<file path="src/rtl/hour_chime_pkg.sv">
package hour_chime_pkg;
  typedef enum logic [1:0] {
    TONE_OFF  = 2'd0,
    TONE_LOW  = 2'd1,
    TONE_HIGH = 2'd2
  } tone_sel_t;

  localparam int NUM_TONES = 2;
endpackage

</file>
<file path="src/rtl/chime_tone_div.sv">
module chime_tone_div #(
  parameter int HALF = 24000
) (
  input  logic clk,
  input  logic rst,
  output logic wave
);
  localparam int CW = (HALF < 2) ? 1 : $clog2(HALF);
  localparam logic [CW-1:0] LAST = CW'(HALF - 1);

  logic [CW-1:0] cnt;

  always_ff @(posedge clk) begin
    if (rst) begin
      cnt  <= '0;
      wave <= 1'b0;
    end else if (cnt == LAST) begin
      cnt  <= '0;
      wave <= ~wave;
    end else begin
      cnt  <= cnt + 1'b1;
    end
  end

  // counter never leaves its range
  p_cnt_range_r7: assert property (@(posedge clk) disable iff (rst)
    cnt <= LAST);
  // the wave changes only after a full half period
  p_wave_step_r3: assert property (@(posedge clk) disable iff (rst)
    !$stable(wave) |-> $past(cnt) == LAST);
endmodule

</file>
<file path="src/rtl/chime_window_dec.sv">
module chime_window_dec
  import hour_chime_pkg::*;
(
  input  logic [3:0] min_tens,
  input  logic [3:0] min_ones,
  input  logic [3:0] sec_tens,
  input  logic [3:0] sec_ones,
  output tone_sel_t  sel
);
  logic last_minute;
  logic late_second;

  always_comb begin
    last_minute = (min_tens == 4'd5) && (min_ones == 4'd9);
    late_second = (sec_tens == 4'd5);
    sel = TONE_OFF;
    if (last_minute && late_second) begin
      unique case (sec_ones)
        4'd3, 4'd5, 4'd7: sel = TONE_LOW;
        4'd9:             sel = TONE_HIGH;
        default:          sel = TONE_OFF;
      endcase
    end
  end
endmodule

</file>
<file path="src/rtl/hour_chime_gen.sv">
module hour_chime_gen
  import hour_chime_pkg::*;
#(
  parameter int CLK_HZ  = 48_000_000,
  parameter int LOW_HZ  = 1000,
  parameter int HIGH_HZ = 2000
) (
  input  logic       clk,
  input  logic       rst,
  input  logic       en,
  input  logic [3:0] min_tens,
  input  logic [3:0] min_ones,
  input  logic [3:0] sec_tens,
  input  logic [3:0] sec_ones,
  output logic       buzz
);
  localparam int LOW_HALF  = CLK_HZ / (2 * LOW_HZ);
  localparam int HIGH_HALF = CLK_HZ / (2 * HIGH_HZ);

  logic [NUM_TONES-1:0] waves;
  tone_sel_t            sel;

  for (genvar g = 0; g < NUM_TONES; g++) begin : g_tone
    localparam int H = (g == 0) ? LOW_HALF : HIGH_HALF;
    chime_tone_div #(.HALF(H)) u_div (
      .clk  (clk),
      .rst  (rst),
      .wave (waves[g])
    );
  end

  chime_window_dec u_dec (
    .min_tens (min_tens),
    .min_ones (min_ones),
    .sec_tens (sec_tens),
    .sec_ones (sec_ones),
    .sel      (sel)
  );

  always_ff @(posedge clk) begin
    if (rst) begin
      buzz <= 1'b0;
    end else begin
      unique case (sel)
        TONE_LOW:  buzz <= en & waves[0];
        TONE_HIGH: buzz <= en & waves[1];
        default:   buzz <= 1'b0;
      endcase
    end
  end

  // reset forces silence on the next cycle
  p_reset_quiet_r1: assert property (@(posedge clk)
    rst |=> !buzz);
  // silent outside minute 59
  p_minute_quiet_r2: assert property (@(posedge clk) disable iff (rst)
    !(min_tens == 4'd5 && min_ones == 4'd9) |=> !buzz);
  // disabled chime stays silent
  p_enable_mask_r6: assert property (@(posedge clk) disable iff (rst)
    !en |=> !buzz);
  // final pip follows the high tone
  p_high_pip_r4: assert property (@(posedge clk) disable iff (rst)
    (en && sel == TONE_HIGH) |=> buzz == $past(waves[1]));
  // earlier pips follow the low tone
  p_low_pip_r3: assert property (@(posedge clk) disable iff (rst)
    (en && sel == TONE_LOW) |=> buzz == $past(waves[0]));
endmodule

</file>
<file path="config.mk">
export PLATFORM = sky130hd
export DESIGN_NAME = hour_chime_gen
export DESIGN_NICKNAME = d
export VERILOG_FILES = /design/src/rtl/hour_chime_pkg.sv /design/src/rtl/chime_tone_div.sv /design/src/rtl/chime_window_dec.sv /design/src/rtl/hour_chime_gen.sv
export SDC_FILE = /design/constraint.sdc
export NUM_CORES = 1
export LEC_CHECK = 0
export BUFFER_PORTS_ARGS = -buffer_cell sky130_fd_sc_hd__buf_2
export CORE_MARGIN = 1.5
export CORE_UTILIZATION = 30
export DETAILED_ROUTE_END_ITERATION = 8
export PLACE_DENSITY = 0.53
export SYNTH_ARGS = -nofsm -noshare
export SYNTH_HDL_FRONTEND = slang
export SYNTH_HIERARCHICAL = 1
export SYNTH_SLANG_ARGS = --single-unit
</file>
<file path="constraint.sdc">
create_clock -name clk -period 1.5 [get_ports clk]
set_input_delay 0.225 -clock clk [delete_from_list [all_inputs] [get_ports clk]]
set_output_delay 0.225 -clock clk [all_outputs]
set_load 0.05 [all_outputs]
</file>
==> results.py <==
metrics = {
    "outcome": {
        "run_status": "finished with violations",
        "violations": "negative setup slack",
    },
    "setup_path": {
        "crit_type": "reg2reg",
        "arrival_ns": 1.68,
        "slowest_stage": "or4b_4",
        "crit_buf_inv": 1,
        "critPathLaunchType": "register",
        "slowest_delay_ns": 0.54,
        "critPathTopFamily": "simple AND/OR/NAND/NOR gates",
        "worstPathRequired_ns": 1.67,
        "cp-end-kind": "register",
        "path_cells": "or4b_4 -> nor4_4 -> or2_4 -> clkbuf_16 -> nor2_1",
        "path_max_fanout": 5,
    },
    "placement": {
        "place_congestion": 0.7393,
        "placed_area_um2": 1834,
        "dp_hpwl_mm": 2.037,
        "placed_cells": 268,
        "port_buffers": 19,
    },
    "logic_synthesis": {
        "yosysWarnings": 6,
        "ys_async_sr_fraction": 0,
        "synth_common_cells": "dfxtp_1 (32), nor2_1 (32), xor2_1 (14), nand3_1 (12), xnor2_1 (11)",
        "ys_types": 30,
        "ys_ff_latch": 32,
        "yosys-top-cells-area": "dfxtp_1 (43%), xor2_1 (8.3%), nor2_1 (8.1%)",
        "synth_fp_nets": 183,
        "yosys.area.top_type": "dfxtp_1",
        "synth.avg_cell_area_um2": 9.217,
        "synth-edff-count": 0,
        "synth_seq_area_share": 0.4317,
        "synth_top_area_share": 0.4317,
        "synthesis.area_um2": 1484,
        "syn_inst": 161,
        "synth-main-ff-cell": "dfxtp_1",
    },
    "finish": {
        "area_growth_pct": 39.54,
        "drive_above_1_share": 0.3602,
        "n_fill_cell": 487,
        "stdcell_count": 278,
        "finalNetCount": 233,
        "num_antenna_cells": 0,
        "final_cell_area_um2": 2071,
    },
    "power_and_ir_drop": {
        "ir_worst_vdd_v": 0.0004809,
        "fin_total_pwr_mw": 1.713,
        "power_density_nw_per_um2": 827.4,
        "p_leak_nw": 0.8107,
    },
    "clocking": {
        "clkTransAtPathRegs_ns": 0.06,
        "clk_latency_ns": 0.27,
        "cts_buffers": 5,
        "cts_hold_buf": 0,
        "cts_sinks": 32,
        "cts_tree": "yes",
        "cts-root-buf": "clkbuf_8",
        "clockBufferDepth": 2,
        "htreeDepth": 2,
    },
    "routing": {
        "vias": 1241,
        "drt_iter0_drc": 29,
        "avgRoutedWirePerCell_um": 10.73,
        "drt_first_pass_iters": 4,
        "via_per_inst": 4.464,
        "drcViolationCount": 0,
        "wirelength_mm": 2.982,
        "ant_nets": 0,
    },
    "floorplan": {
        "ioPinCount": 20,
        "die_h_um": 73.33,
        "std_cell_rows": 25,
        "initial_core_util": 0.3121,
        "core_um2": 4755,
        "die_w_um": 73.33,
        "die_area_um2": 5377,
    },
    "sta": {
        "rsz0062_at_grt": "yes",
        "skew_ns": 0.002006,
        "slew_viol_final": 0,
        "setup_violations": 5,
        "fmax_ghz": 0.6603,
        "slew_headroom": 0.6980,
        "fin_crit_sh": 1.010,
        "finalHoldViolations": 0,
        "worst_pin_slew_ns": 0.4488,
        "final.setup.worst_slack_ns": -0.01438,
        "finalCriticalPeriod_ns": 1.514,
    },
    "flow_run": {
        "maxCapViolations": 0,
    },
    "global_routing": {
        "grt_max_degree": 16,
        "antenna_found_initial": 0,
        "grt_overflow_total": 0,
        "met1_usage": 0.1379,
        "grt.busiest_layer": "met2",
        "grt_use_total": 0.1168,
        "met2_usage": 0.1980,
        "grt_pass1_wl_mm": 4.933,
        "grt_pass1_vias": 1189,
        "global_route.usage.met3": 0.03704,
    },
    "hold_path": {
        "holdCritPathClass": "in2reg",
    },
}
[cell families (layout without fill, tap and decap cells)]
| family | count (synthesis) | after routing | synth area share |
|---|---|---|---|
| flip-flops | 32 | 32 | 0.4317 |
| buffers and inverters | 8 | 58 | 0.03793 |
| adder cells (fa/ha/maj) | 3 | 3 | 0.02530 |
| XOR/XNOR | 25 | 25 | 0.1476 |
| AND/OR/NAND/NOR | 88 | 88 | 0.3373 |
| AO/OA/AOI/OAI | 4 | 4 | 0.01349 |
| multiplexers | 1 | 1 | 0.006746 |
[placed cells by master, fill, tap and decap left out, types with 4 or more instances in the layout]
master / instances
dfxtp_1: 28
nor2_1: 27
buf_4: 24
buf_2: 19
xor2_1: 14
nand3_1: 12
nand4_1: 10
xnor2_1: 10
nand2_1: 8
clkbuf_8: 7
inv_1: 4
nor2_2: 4
and4_1: 4
dfxtp_2: 4
[sequential cells by signal (all words and copies together), names as in the netlist]
name / flops
g_tone.u_div/cnt: 29
g_tone.u_div/wave: 2
buzz: 1
[path summary, 6_finish.rpt]
| check | from | endpoint | slack, ns | cells after the start |
|---|---|---|---|---|
| setup / recovery | g_tone[1].u_div/cnt[8] | g_tone[1].u_div/cnt[13] | -0.01 | 5 |
| hold / removal | rst | g_tone[1].u_div/wave | 0.23 | 2 |
| setup reg to reg | g_tone[1].u_div/cnt[8] | g_tone[1].u_div/cnt[13] | -0.01 | 5 |
| hold reg to reg | g_tone[0].u_div/cnt[14] | g_tone[0].u_div/cnt[14] | 0.49 | 2 |
[metrics by stage]
stage | hold WS [ns] | utilization | TNS, ns | setup WS (ns)
floorplan | 0.2974 | - | -0.3788 | -0.03951
global placement | 0.4776 | 0.3858 | -0.4246 | -0.09320
detailed placement | 0.4894 | 0.3858 | -0.4115 | -0.1327
CTS | 0.2195 | 0.4061 | -0.6129 | -0.03752
global route | 0.2309 | 0.4355 | -1.399 | -0.06231
finish | 0.2259 | 0.4355 | -0.05575 | -0.01438
[power breakdown]
group,switching (mW),total [mW],internal (mW)
Combinational,0.0563,0.140,0.0832
Sequential,0.0103,0.875,0.865
Clock,0.291,0.699,0.408
Total,0.357,1.71,1.36
[final cells by class]
cell class	count	area, um2	share of cell area
clock buffer	7	96.34	0.04653
inverter	4	15.01	0.007251
multi-input combinational	121	864.6	0.4175
sequential	32	645.6	0.3118
tap	67	83.83	0.04048
timing repair buffer	47	365.4	0.1764
[worst reg2reg max path, stage by stage (launching register included)]
cell and delay [ns]:
dfxtp_2 0.32, or4b_4 0.54, nor4_4 0.18, or2_4 0.20, clkbuf_16 0.14, nor2_1 0.04
[per-layer routing]
metal / vias up / routed length (um)
met5: - / 0
met4: 0 / 18
met3: 2 / 89
met2: 12 / 1535
met1: 570 / 1339
li1: 657 / -
[repair_timing]
item	in CTS	in global routing
endpoints found under the setup margin	26	28
cloned	0	2
setup buffers	0	1
pin swaps	0	6
endpoints found under the hold margin	0	0
resized for setup	0	21
Note: power is estimated with default switching activity, not from simulation.
